$ cat src/rtl/tx8b10b_pkg.sv
package tx8b10b_pkg;

  localparam int BYTE_W  = 8;
  localparam int CHAR_W  = 10;
  localparam int LANES   = 2;
  localparam int IN_W    = LANES * BYTE_W;
  localparam int OUT_W   = LANES * CHAR_W;
  localparam logic [7:0] COMMA_BYTE = 8'hBC;

  // 5b/6b sub-block at negative disparity, code bit a at [5] ... i at [0]
  function automatic logic [5:0] six_neg(input logic [4:0] x);
    case (x)
      5'd0:  return 6'b100111;
      5'd1:  return 6'b011101;
      5'd2:  return 6'b101101;
      5'd3:  return 6'b110001;
      5'd4:  return 6'b110101;
      5'd5:  return 6'b101001;
      5'd6:  return 6'b011001;
      5'd7:  return 6'b111000;
      5'd8:  return 6'b111001;
      5'd9:  return 6'b100101;
      5'd10: return 6'b010101;
      5'd11: return 6'b110100;
      5'd12: return 6'b001101;
      5'd13: return 6'b101100;
      5'd14: return 6'b011100;
      5'd15: return 6'b010111;
      5'd16: return 6'b011011;
      5'd17: return 6'b100011;
      5'd18: return 6'b010011;
      5'd19: return 6'b110010;
      5'd20: return 6'b001011;
      5'd21: return 6'b101010;
      5'd22: return 6'b011010;
      5'd23: return 6'b111010;
      5'd24: return 6'b110011;
      5'd25: return 6'b100110;
      5'd26: return 6'b010110;
      5'd27: return 6'b110110;
      5'd28: return 6'b001110;
      5'd29: return 6'b101110;
      5'd30: return 6'b011110;
      default: return 6'b101011;
    endcase
  endfunction

  // 3b/4b sub-block for data at negative disparity, f at [3] ... j at [0]
  function automatic logic [3:0] four_neg_data(input logic [2:0] y, input logic alt7);
    case (y)
      3'd0: return 4'b1011;
      3'd1: return 4'b1001;
      3'd2: return 4'b0101;
      3'd3: return 4'b1100;
      3'd4: return 4'b1101;
      3'd5: return 4'b1010;
      3'd6: return 4'b0110;
      default: return alt7 ? 4'b0111 : 4'b1110;
    endcase
  endfunction

  // 3b/4b sub-block for special characters at negative disparity
  function automatic logic [3:0] four_neg_ctrl(input logic [2:0] y);
    case (y)
      3'd0: return 4'b1011;
      3'd1: return 4'b0110;
      3'd2: return 4'b1010;
      3'd3: return 4'b1100;
      3'd4: return 4'b1101;
      3'd5: return 4'b0101;
      3'd6: return 4'b1001;
      default: return 4'b0111;
    endcase
  endfunction

  function automatic logic ctrl_is_legal(input logic [7:0] b);
    logic [4:0] x;
    x = b[4:0];
    return (x == 5'd28) ||
           ((b[7:5] == 3'd7) && (x == 5'd23 || x == 5'd27 || x == 5'd29 || x == 5'd30));
  endfunction

  // alternate x.7 form avoids a run of five across the sub-block boundary
  function automatic logic need_alt7(input logic [4:0] x, input logic rd_pos);
    if (rd_pos) return (x == 5'd11) || (x == 5'd13) || (x == 5'd14);
    else        return (x == 5'd17) || (x == 5'd18) || (x == 5'd20);
  endfunction

  // reorder {a..i,f..j} so that code bit a lands in bit 0
  function automatic logic [CHAR_W-1:0] line_order(input logic [CHAR_W-1:0] v);
    logic [CHAR_W-1:0] r;
    for (int i = 0; i < CHAR_W; i++) r[i] = v[CHAR_W-1-i];
    return r;
  endfunction

endpackage

$ cat src/rtl/byte_enc_8b10b.sv
module byte_enc_8b10b
  import tx8b10b_pkg::*;
(
  input  logic [BYTE_W-1:0] byte_in,
  input  logic              k_in,
  input  logic              rd_in,
  output logic [CHAR_W-1:0] char_out,
  output logic              rd_out,
  output logic              bad_k
);

  logic [BYTE_W-1:0] eff_byte;
  logic [4:0]        x5;
  logic [2:0]        y3;
  logic              is_k28;
  logic [5:0]        six_base;
  logic [5:0]        six_sel;
  logic              six_bal;
  logic              rd_mid;
  logic              alt7;
  logic [3:0]        four_base;
  logic [3:0]        four_sel;
  logic              four_bal;
  logic              four_inv;

  always_comb begin
    bad_k    = k_in && !ctrl_is_legal(byte_in);
    eff_byte = bad_k ? COMMA_BYTE : byte_in;
    x5       = eff_byte[4:0];
    y3       = eff_byte[7:5];
    is_k28   = k_in && (x5 == 5'd28);

    six_base = is_k28 ? 6'b001111 : six_neg(x5);
    six_bal  = ($countones(six_base) == 3);
    six_sel  = six_base;
    if (rd_in) begin
      if (!six_bal)                six_sel = ~six_base;
      else if (x5 == 5'd7 && !k_in) six_sel = 6'b000111;
    end
    rd_mid = six_bal ? rd_in : ~rd_in;

    alt7      = (y3 == 3'd7) && (k_in || need_alt7(x5, rd_mid));
    four_base = k_in ? four_neg_ctrl(y3) : four_neg_data(y3, alt7);
    four_bal  = ($countones(four_base) == 2);
    four_inv  = k_in || !four_bal || (y3 == 3'd3);
    four_sel  = (rd_mid && four_inv) ? ~four_base : four_base;
    rd_out    = four_bal ? rd_mid : ~rd_mid;

    char_out  = line_order({six_sel, four_sel});
  end

endmodule

$ cat src/rtl/tx_out_stage.sv
module tx_out_stage #(
  parameter int WIDTH = 20
) (
  input  logic             clk,
  input  logic             rst_n,
  input  logic [WIDTH-1:0] code_d,
  input  logic             err_d,
  input  logic             rd_d,
  output logic [WIDTH-1:0] code_q,
  output logic             err_q,
  output logic             rd_q
);

  always_ff @(posedge clk) begin
    if (!rst_n) begin
      code_q <= '0;
      err_q  <= 1'b0;
      rd_q   <= 1'b0;
    end else begin
      code_q <= code_d;
      err_q  <= err_d;
      rd_q   <= rd_d;
    end
  end

  // disparity state is negative on the first edge after reset
  assert_rd_starts_neg_R5: assert property (@(posedge clk) disable iff (!rst_n)
    !$past(rst_n) |-> (rd_q == 1'b0));

endmodule

$ cat src/rtl/dual_8b10b_tx.sv
module dual_8b10b_tx
  import tx8b10b_pkg::*;
(
  input  logic            clk,
  input  logic            rst_n,
  input  logic [15:0]     data_in,
  input  logic            k_lo,
  input  logic            k_hi,
  output logic [19:0]     code_out,
  output logic            k_err
);

  localparam logic [CHAR_W-1:0] COMMA_NEG = 10'b0101111100;
  localparam logic [CHAR_W-1:0] COMMA_POS = 10'b1010000011;

  logic [LANES-1:0]             k_vec;
  logic [LANES:0]               rd_chain;
  logic [LANES-1:0][CHAR_W-1:0] lane_char;
  logic [LANES-1:0]             lane_bad;
  logic                         word_bad;
  logic                         rd_state;

  assign k_vec       = {k_hi, k_lo};
  assign rd_chain[0] = rd_state;
  assign word_bad    = |lane_bad;

  for (genvar g = 0; g < LANES; g++) begin : g_lane
    byte_enc_8b10b u_enc (
      .byte_in  (data_in[g*BYTE_W +: BYTE_W]),
      .k_in     (k_vec[g]),
      .rd_in    (rd_chain[g]),
      .char_out (lane_char[g]),
      .rd_out   (rd_chain[g+1]),
      .bad_k    (lane_bad[g])
    );

    // character weight stays within one of balance
    assert_char_weight_R5: assert property (@(posedge clk) disable iff (!rst_n)
      ($countones(lane_char[g]) >= 4) && ($countones(lane_char[g]) <= 6));

    // heavy characters only at negative disparity, light ones only at positive
    assert_char_sign_R5: assert property (@(posedge clk) disable iff (!rst_n)
      rd_chain[g] ? ($countones(lane_char[g]) <= 5) : ($countones(lane_char[g]) >= 5));

    // disparity handed on flips exactly when the character is unbalanced
    assert_rd_handoff_R6: assert property (@(posedge clk) disable iff (!rst_n)
      ($countones(lane_char[g]) == 5) == (rd_chain[g+1] == rd_chain[g]));

    // an illegal special byte leaves the lane as the comma
    assert_bad_is_comma_R8: assert property (@(posedge clk) disable iff (!rst_n)
      lane_bad[g] |-> (lane_char[g] == (rd_chain[g] ? COMMA_POS : COMMA_NEG)));
  end

  tx_out_stage #(.WIDTH(OUT_W)) u_out (
    .clk    (clk),
    .rst_n  (rst_n),
    .code_d (lane_char),
    .err_d  (word_bad),
    .rd_d   (rd_chain[LANES]),
    .code_q (code_out),
    .err_q  (k_err),
    .rd_q   (rd_state)
  );

  // the error flag follows the word it belongs to by one edge
  assert_err_latency_R9: assert property (@(posedge clk) disable iff (!rst_n)
    $past(rst_n) |-> (k_err == $past(word_bad)));

endmodule

$ cat config.mk
export PLATFORM = sky130hd
export DESIGN_NAME = dual_8b10b_tx
export DESIGN_NICKNAME = d
export VERILOG_FILES = /design/src/rtl/tx8b10b_pkg.sv /design/src/rtl/byte_enc_8b10b.sv /design/src/rtl/tx_out_stage.sv /design/src/rtl/dual_8b10b_tx.sv
export SDC_FILE = /design/constraint.sdc
export NUM_CORES = 1
export LEC_CHECK = 0
export ABC_AREA = 1
export BUFFER_PORTS_ARGS = -buffer_cell sky130_fd_sc_hd__buf_2
export CORE_MARGIN = 2
export CORE_UTILIZATION = 49
export DETAILED_ROUTE_END_ITERATION = 16
export PLACE_DENSITY = 0.74
export SLEW_MARGIN = 20
export SYNTH_ARGS = -nofsm -noshare
export SYNTH_HDL_FRONTEND = slang
export SYNTH_SLANG_ARGS = --single-unit
$ cat constraint.sdc
create_clock -name clk -period 17.6 [get_ports clk]
set_clock_uncertainty 0.1 [all_clocks]
set_input_delay 0.88 -clock clk [delete_from_list [all_inputs] [get_ports clk]]
set_output_delay 0.88 -clock clk [all_outputs]
set_load 0.01 [all_outputs]
* Word level (Yosys, flattened, before mapping)
Memories as Yosys holds them, arrays and structs flattened.
Cells that the tools add are included.
** Word-level totals
- Register bits after elaboration :: 22
- Memory bits (read-only) :: 384
- Input port bits :: 20
- Word-level logic and storage cells :: 144
- Memories :: 2
** Memories
- (no name shown) :: depth 32, width 6, read ports 1, clocked after Yosys merged registers in 0, wr ports 0, RTL line tx8b10b_pkg.sv:12 : case (x)
- (no name shown) :: depth 32, width 6, read ports 1, clocked after Yosys merged registers in 0, wr ports 0, RTL line tx8b10b_pkg.sv:12
** Operators by class
- $add $sub $neg :: 16
- Equality and inequality tests :: 46
- Muxes and demuxes :: 26
- Bitwise gates (word level) :: 8
- Reductions and logical operators :: 43
** Operator list (count)
- adder 32 bit :: 6
- equality test 32 x 3 -> 1 bit (second input constant) :: 4
- case mux 4 bit (7 select lines) :: 4
- equality test 5 bit (second input constant) :: 18
- two-way mux 6 bit :: 8
- equality test 3 bit (second input constant) :: 10
- equality test 5 x 4 -> 1 bit (second input constant) :: 6
- two-way mux 4 bit :: 6
- logical OR 1 bit :: 22
- adder 1 x 1 -> 2 bit :: 10
- two-way mux 8 bit :: 2
- equality test 3 x 2 -> 1 bit (second input constant) :: 4
- logical AND 1 bit :: 12
- NOT 6 bit :: 2
- equality test 5 x 3 -> 1 bit (second input constant) :: 2
- NOT 4 bit :: 2
- equality test 3 x 1 -> 1 bit (second input constant) :: 2
- zero test 1 bit :: 6
- zero test 3 bit :: 2
- two-way mux 1 bit :: 6
- NOT 1 bit :: 4
- OR reduction 2 bit :: 1

* Logic depth before layout (Yosys ltp)
- Depth in word-level cells :: 43
- Depth in mapped cells :: 59

* By module
Synthesis repeated with hierarchy kept, for this count alone.
** Second synthesis, totals
- Cells, all modules :: 457
- Area, all modules :: 2733.9 um^2
** By module, submodules not included
- byte_enc_8b10b (g_lane[0].u_enc) :: instances 1, cells each 200, area each 1067.3 um^2, sequential area each 0.0 um^2
- byte_enc_8b10b (g_lane[1].u_enc) :: instances 1, cells each 186, area each 1027.2 um^2, sequential area each 0.0 um^2
- tx_out_stage :: instances 1, cells each 68, area each 628.1 um^2, sequential area each 440.4 um^2
- dual_8b10b_tx :: instances 1, cells each 3, area each 11.3 um^2, sequential area each 0.0 um^2

* Least setup slack after synthesis
Ideal clock, no wire load.
- Path type :: input port to flip-flop
- From :: in data_in[2]
- To :: reg u_out.code_q[16]
- Library setup time :: 0.064 ns
- Arrival time :: 8.094 ns
- Data required time :: 17.436 ns
- Slack :: 9.342 ns
- Stages :: 56
- Buffers on the path :: 0
- Cell sequence :: inv_2 -> nand2_4 -> nand2_1 -> nand2_1 -> nand2_1 -> nand2_2 -> a21oi_2 -> nor2_1 -> inv_1 -> ha_1 -> inv_1 -> o21ai_1 -> inv_2 -> a21oi_1 -> nand2_1 -> ha_1 -> fa_1 -> ha_1 -> [... 20 more ...] -> nand2_1 -> inv_1 -> nor2_1 -> nand2_1 -> nand3_2 -> nand3_1 -> nand2_1 -> inv_1 -> ha_1 -> ha_1 -> fa_1 -> nor3b_1 -> o211ai_1 -> nand2_1 -> inv_1 -> nand3_1 -> nand2_1 -> nor2_1
** Between the ends
- Cells in the longest elaborated chain, start to end :: 43
- Elaborated cells on any way between the ends :: 73
- Those cells by class :: 11 x add/sub; 22 x eq/ne; 15 x mux; 3 x bitwise; 21 x reduce/logical; 1 x memory
** Ends and longest elaborated chain
- from (decl) :: RTL line dual_8b10b_tx.sv:6 : input logic [15:0] data_in,
- equality test 5 bit :: RTL line tx8b10b_pkg.sv:80 : ((b[7:5] == 3'd7) && (x == 5'd23 || x == 5'd27 || x == 5'd29 || x == 5'd30));
- logical OR 1 bit (3 in a row) :: RTL line tx8b10b_pkg.sv:80
- logical AND 1 bit :: RTL line tx8b10b_pkg.sv:80
- logical OR 1 bit :: RTL line tx8b10b_pkg.sv:79 : return (x == 5'd28) ||
- zero test 1 bit :: RTL line byte_enc_8b10b.sv:27 : bad_k = k_in && !ctrl_is_legal(byte_in);
- logical AND 1 bit :: RTL line byte_enc_8b10b.sv:27
- two-way mux 8 bit * :: RTL line byte_enc_8b10b.sv:28 : eff_byte = bad_k ? COMMA_BYTE : byte_in;
- branches (longest 17 deep; another with adder 32 bit)
- [... 8 more ...]
- two-way mux 4 bit :: RTL line byte_enc_8b10b.sv:43 : four_base = k_in ? four_neg_ctrl(y3) : four_neg_data(y3, alt7);
- adder 1 x 1 -> 2 bit (not written as such) :: RTL line byte_enc_8b10b.sv:44 : four_bal = ($countones(four_base) == 2);
- adder 32 bit (not written as such) :: RTL line byte_enc_8b10b.sv:44
- equality test 32 x 3 -> 1 bit :: RTL line byte_enc_8b10b.sv:44
- zero test 1 bit :: RTL line byte_enc_8b10b.sv:45 : four_inv = k_in || !four_bal || (y3 == 3'd3);
- logical OR 1 bit (2 in a row) :: RTL line byte_enc_8b10b.sv:45
- logical AND 1 bit :: RTL line byte_enc_8b10b.sv:46 : four_sel = (rd_mid && four_inv) ? ~four_base : four_base;
- two-way mux 4 bit * :: RTL line byte_enc_8b10b.sv:46
- to (signal assigned) :: RTL line tx_out_stage.sv:20 : code_q <= code_d;
- to (decl) :: RTL line tx_out_stage.sv:9 : output logic [WIDTH-1:0] code_q,
Every way passes the cells marked *.
A chain may end at the register's enable or synchronous reset.

* Worst setup path in the final report
Ends and elaborated chain as after synthesis.

==> summary.txt <==
Clock network
  – H-tree Lvls: 1
  – CTS buffer count: 3
  – Post-CTS setup buffers: 0
  – Clk_lat worst skew: 0.25 ns
  – CTS tree: done
  – Clock Sinks: 22
  – Root Driver: clkbuf_8
  – Clock slew at reported path FFs: 0.07 ns
  – Clk buf depth: 2
  – Cells resized by post-CTS repair: 0
  – Hold_buf cts: 0

Cells and area
  – Area growth syn-to-layout: 11.9%
  – Antenna Cells: 0
  – Final-stage net count: 508
  – Final Cell Area: 0.00294 mm²
  – Final instance count without filler cells: 523
  – Final Util: 0.572
  – Fraction of layout cells with a size suffix above 1: 0.185

Place
  – Port buffer count: 40
  – Hpwl dp: 4.90 mm
  – Placed inst area: 0.00290 mm²
  – Placer congestion estimate: 0.910
  – Placed cells: 520

Timing
  – RSZ-0062 raised after global routing: false
  – Post-layout min period: 9.08 ns
  – Final setup fails: 0
  – Rel. slew slack: 0.619
  – Fmax: 110 MHz
  – Period Utilization, post-route: 0.516
  – Actual slew at the worst max-slew pin: 0.569 ns
  – Slew Limit Fails: 0
  – Final Hold Fails: 0
  – TNS Setup: 0 ns

Power and ir drop
  – Peak supply drop: 0.0000783 V
  – Leakage: 0.00162 µW
  – PwrDens: 95.3 mW/mm²
  – Overall power: 280 µW

Floorplanning
  – # IOs: 41
  – Initial Util: 0.511
  – Die W: 77.2 µm
  – FP Rows: 26
  – Die height: 77.2 µm
  – Die ar.: 0.00597 mm²
  – CORE AREA: 0.00514 mm²

Synth
  – Post-synth EDFFs: 0
  – Sequential area share after synthesis: 0.168
  – Gate Count Post-Synth: 414
  – Ys flop type: dfxtp_1
  – Synthesized area per cell: 6.35 µm²
  – Synth cell types: 46
  – Synth warn: 0
  – Synth Register Bits: 22
  – Post-Syn Nets: 467
  – Synth Cell Area: 0.00263 mm²
  – Asr flop ratio synth: 0

Drt
  – DRC Markers: 0
  – 1st-iter DRT viols: 159
  – Post-DRT Antenna Nets: 0
  – Wire per inst: 11.1 µm
  – Vias: 2628
  – Pre-Repair DR Iteration Count: 4
  – Vias/cell: 5.02
  – DRT Wirelength: 5.82 mm

Setup path
  – Critical Path RT: 17.69 ns
  – Worst-path fanout max: 7
  – Cell mode on critical path: nand2_1
  – CP max stage delay: 0.49 ns
  – Worst Path Arrival: 9.17 ns
  – CP startpoint: data_in[2]
  – Worst Path Class, Setup: in2reg
  – CP endpoint kind: register
  – Slowest CP cell: fa_1
  – Crit start category: input port
  – RR Startpoint: u_out.rd_q$_SDFF_PN0_

Outcome
  – Status: finished clean

Global routing
  – Initial antenna violation count: 0
  – Vias in the first global route: 2432
  – First-pass GRT wire length: 10.2 mm
  – Largest net degree at the start of global routing: 21
  – Grt ovf: 0
  – GRT Util Overall: 0.202

Worst hold path
  – Worst Hold Class: reg2reg
  – Hold wc startpoint: u_out.rd_q$_SDFF_PN0_

Flow run
  – Maxcap violations: 0
[worst max-delay path, delay by kind of cell]
family,cells,cell delay (ns)
buffers and inverters,12,1.09
AND/OR/NAND/NOR,31,3.38
adder cells (fa/ha/maj),10,3.10
AO/OA/AOI/OAI,4,0.74
[through the flow]
stage / setup slack [ns] / hold slack [ns]
final: 8.52 / 0.555
after global routing: 7.62 / 0.605
after CTS: 8.51 / 0.558
after detailed placement: 8.27 / 0.545
after global placement: 8.46 / 0.541
after floorplan: 9.34 / 0.480
[cell usage after synthesis, types with 2 or more instances]
library cell / n / share of area
a21oi_1: 18 / 0.034
a21oi_2: 3 / 0.010
a22oi_1: 2 / 0.0057
clkbuf_1: 2 / 0.0029
clkinv_1: 2 / 0.0029
dfxtp_1: 22 / 0.17
fa_1: 6 / 0.046
ha_1: 27 / 0.13
inv_1: 55 / 0.079
inv_2: 9 / 0.013
nand2_1: 106 / 0.15
nand2_2: 5 / 0.012
nand2_4: 5 / 0.021
nand3_1: 22 / 0.042
nand3_2: 5 / 0.019
nand4_1: 6 / 0.014
nor2_1: 55 / 0.079
nor2_4: 3 / 0.013
nor3_1: 4 / 0.0076
o211ai_1: 4 / 0.011
o21ai_0: 11 / 0.021
o21ai_1: 15 / 0.029
o21ai_2: 2 / 0.0067
or2_1: 2 / 0.0048
xor2_1: 2 / 0.0067
[power by group]
part | internal, µW | switching, µW
clock network | 15.2 | 15.1
logic | 63.3 | 113
registers | 68.9 | 4.97
total | 147 | 133
[cells in the final DEF (no fill, tap or decap), types with 3 or more instances in the layout]
| cell | count |
|---|---|
| a21oi_1 | 18 |
| a21oi_2 | 3 |
| buf_2 | 40 |
| clkbuf_8 | 3 |
| dfxtp_1 | 22 |
| fa_1 | 6 |
| ha_1 | 27 |
| inv_1 | 55 |
| inv_2 | 9 |
| nand2_1 | 106 |
| nand2_2 | 5 |
| nand2_4 | 5 |
| nand3_1 | 22 |
| nand3_2 | 5 |
| nand4_1 | 6 |
| nor2_1 | 55 |
| nor2_4 | 3 |
| nor3_1 | 4 |
| o211ai_1 | 4 |
| o21ai_0 | 11 |
| o21ai_1 | 15 |
[worst paths after layout]
check                                 to  slack (ns)  cells past startpoint
max          u_out.code_q[16]$_SDFF_PN0_        8.52                     57
min           u_out.code_q[0]$_SDFF_PN0_        0.55                      4
max reg2reg  u_out.code_q[16]$_SDFF_PN0_       11.95                     36
min reg2reg   u_out.code_q[0]$_SDFF_PN0_        0.55                      4
[registers in the layout, summed over array words and instances, names as in the netlist]
signal,cells
u_out.rd_q,1
u_out.err_q,1
u_out.code_q,20
[layout make-up]
class | instances | area [µm²]
clock buffer | 3 | 41.3
fill | 516 | 2200
multi-input combinational | 321 | 1920
inverter | 67 | 254
tap | 70 | 87.6
sequential | 22 | 440
timing repair buffer | 40 | 200
[cells by family (layout without fill, tap and decap cells)]
kind of cell,count (synthesis),in the layout,synth area share
AO/OA/AOI/OAI,65,65,0.158
AND/OR/NAND/NOR,220,220,0.387
XOR/XNOR,3,3,0.0100
adder cells (fa/ha/maj),33,33,0.174
buffers and inverters,71,110,0.103
flip-flops,22,22,0.168
[metal layers]
metal	GRT usage	vias to the layer above	routed length (µm)	part of all wire
met2	0.349	54	2740	0.47
met5	0	-	0	0
met3	0.0306	4	238	0.041
li1	-	1411	-	-
met1	0.271	1159	2820	0.48
met4	0.0268	0	30	0.0052
(Power assumes the default switching activity.)
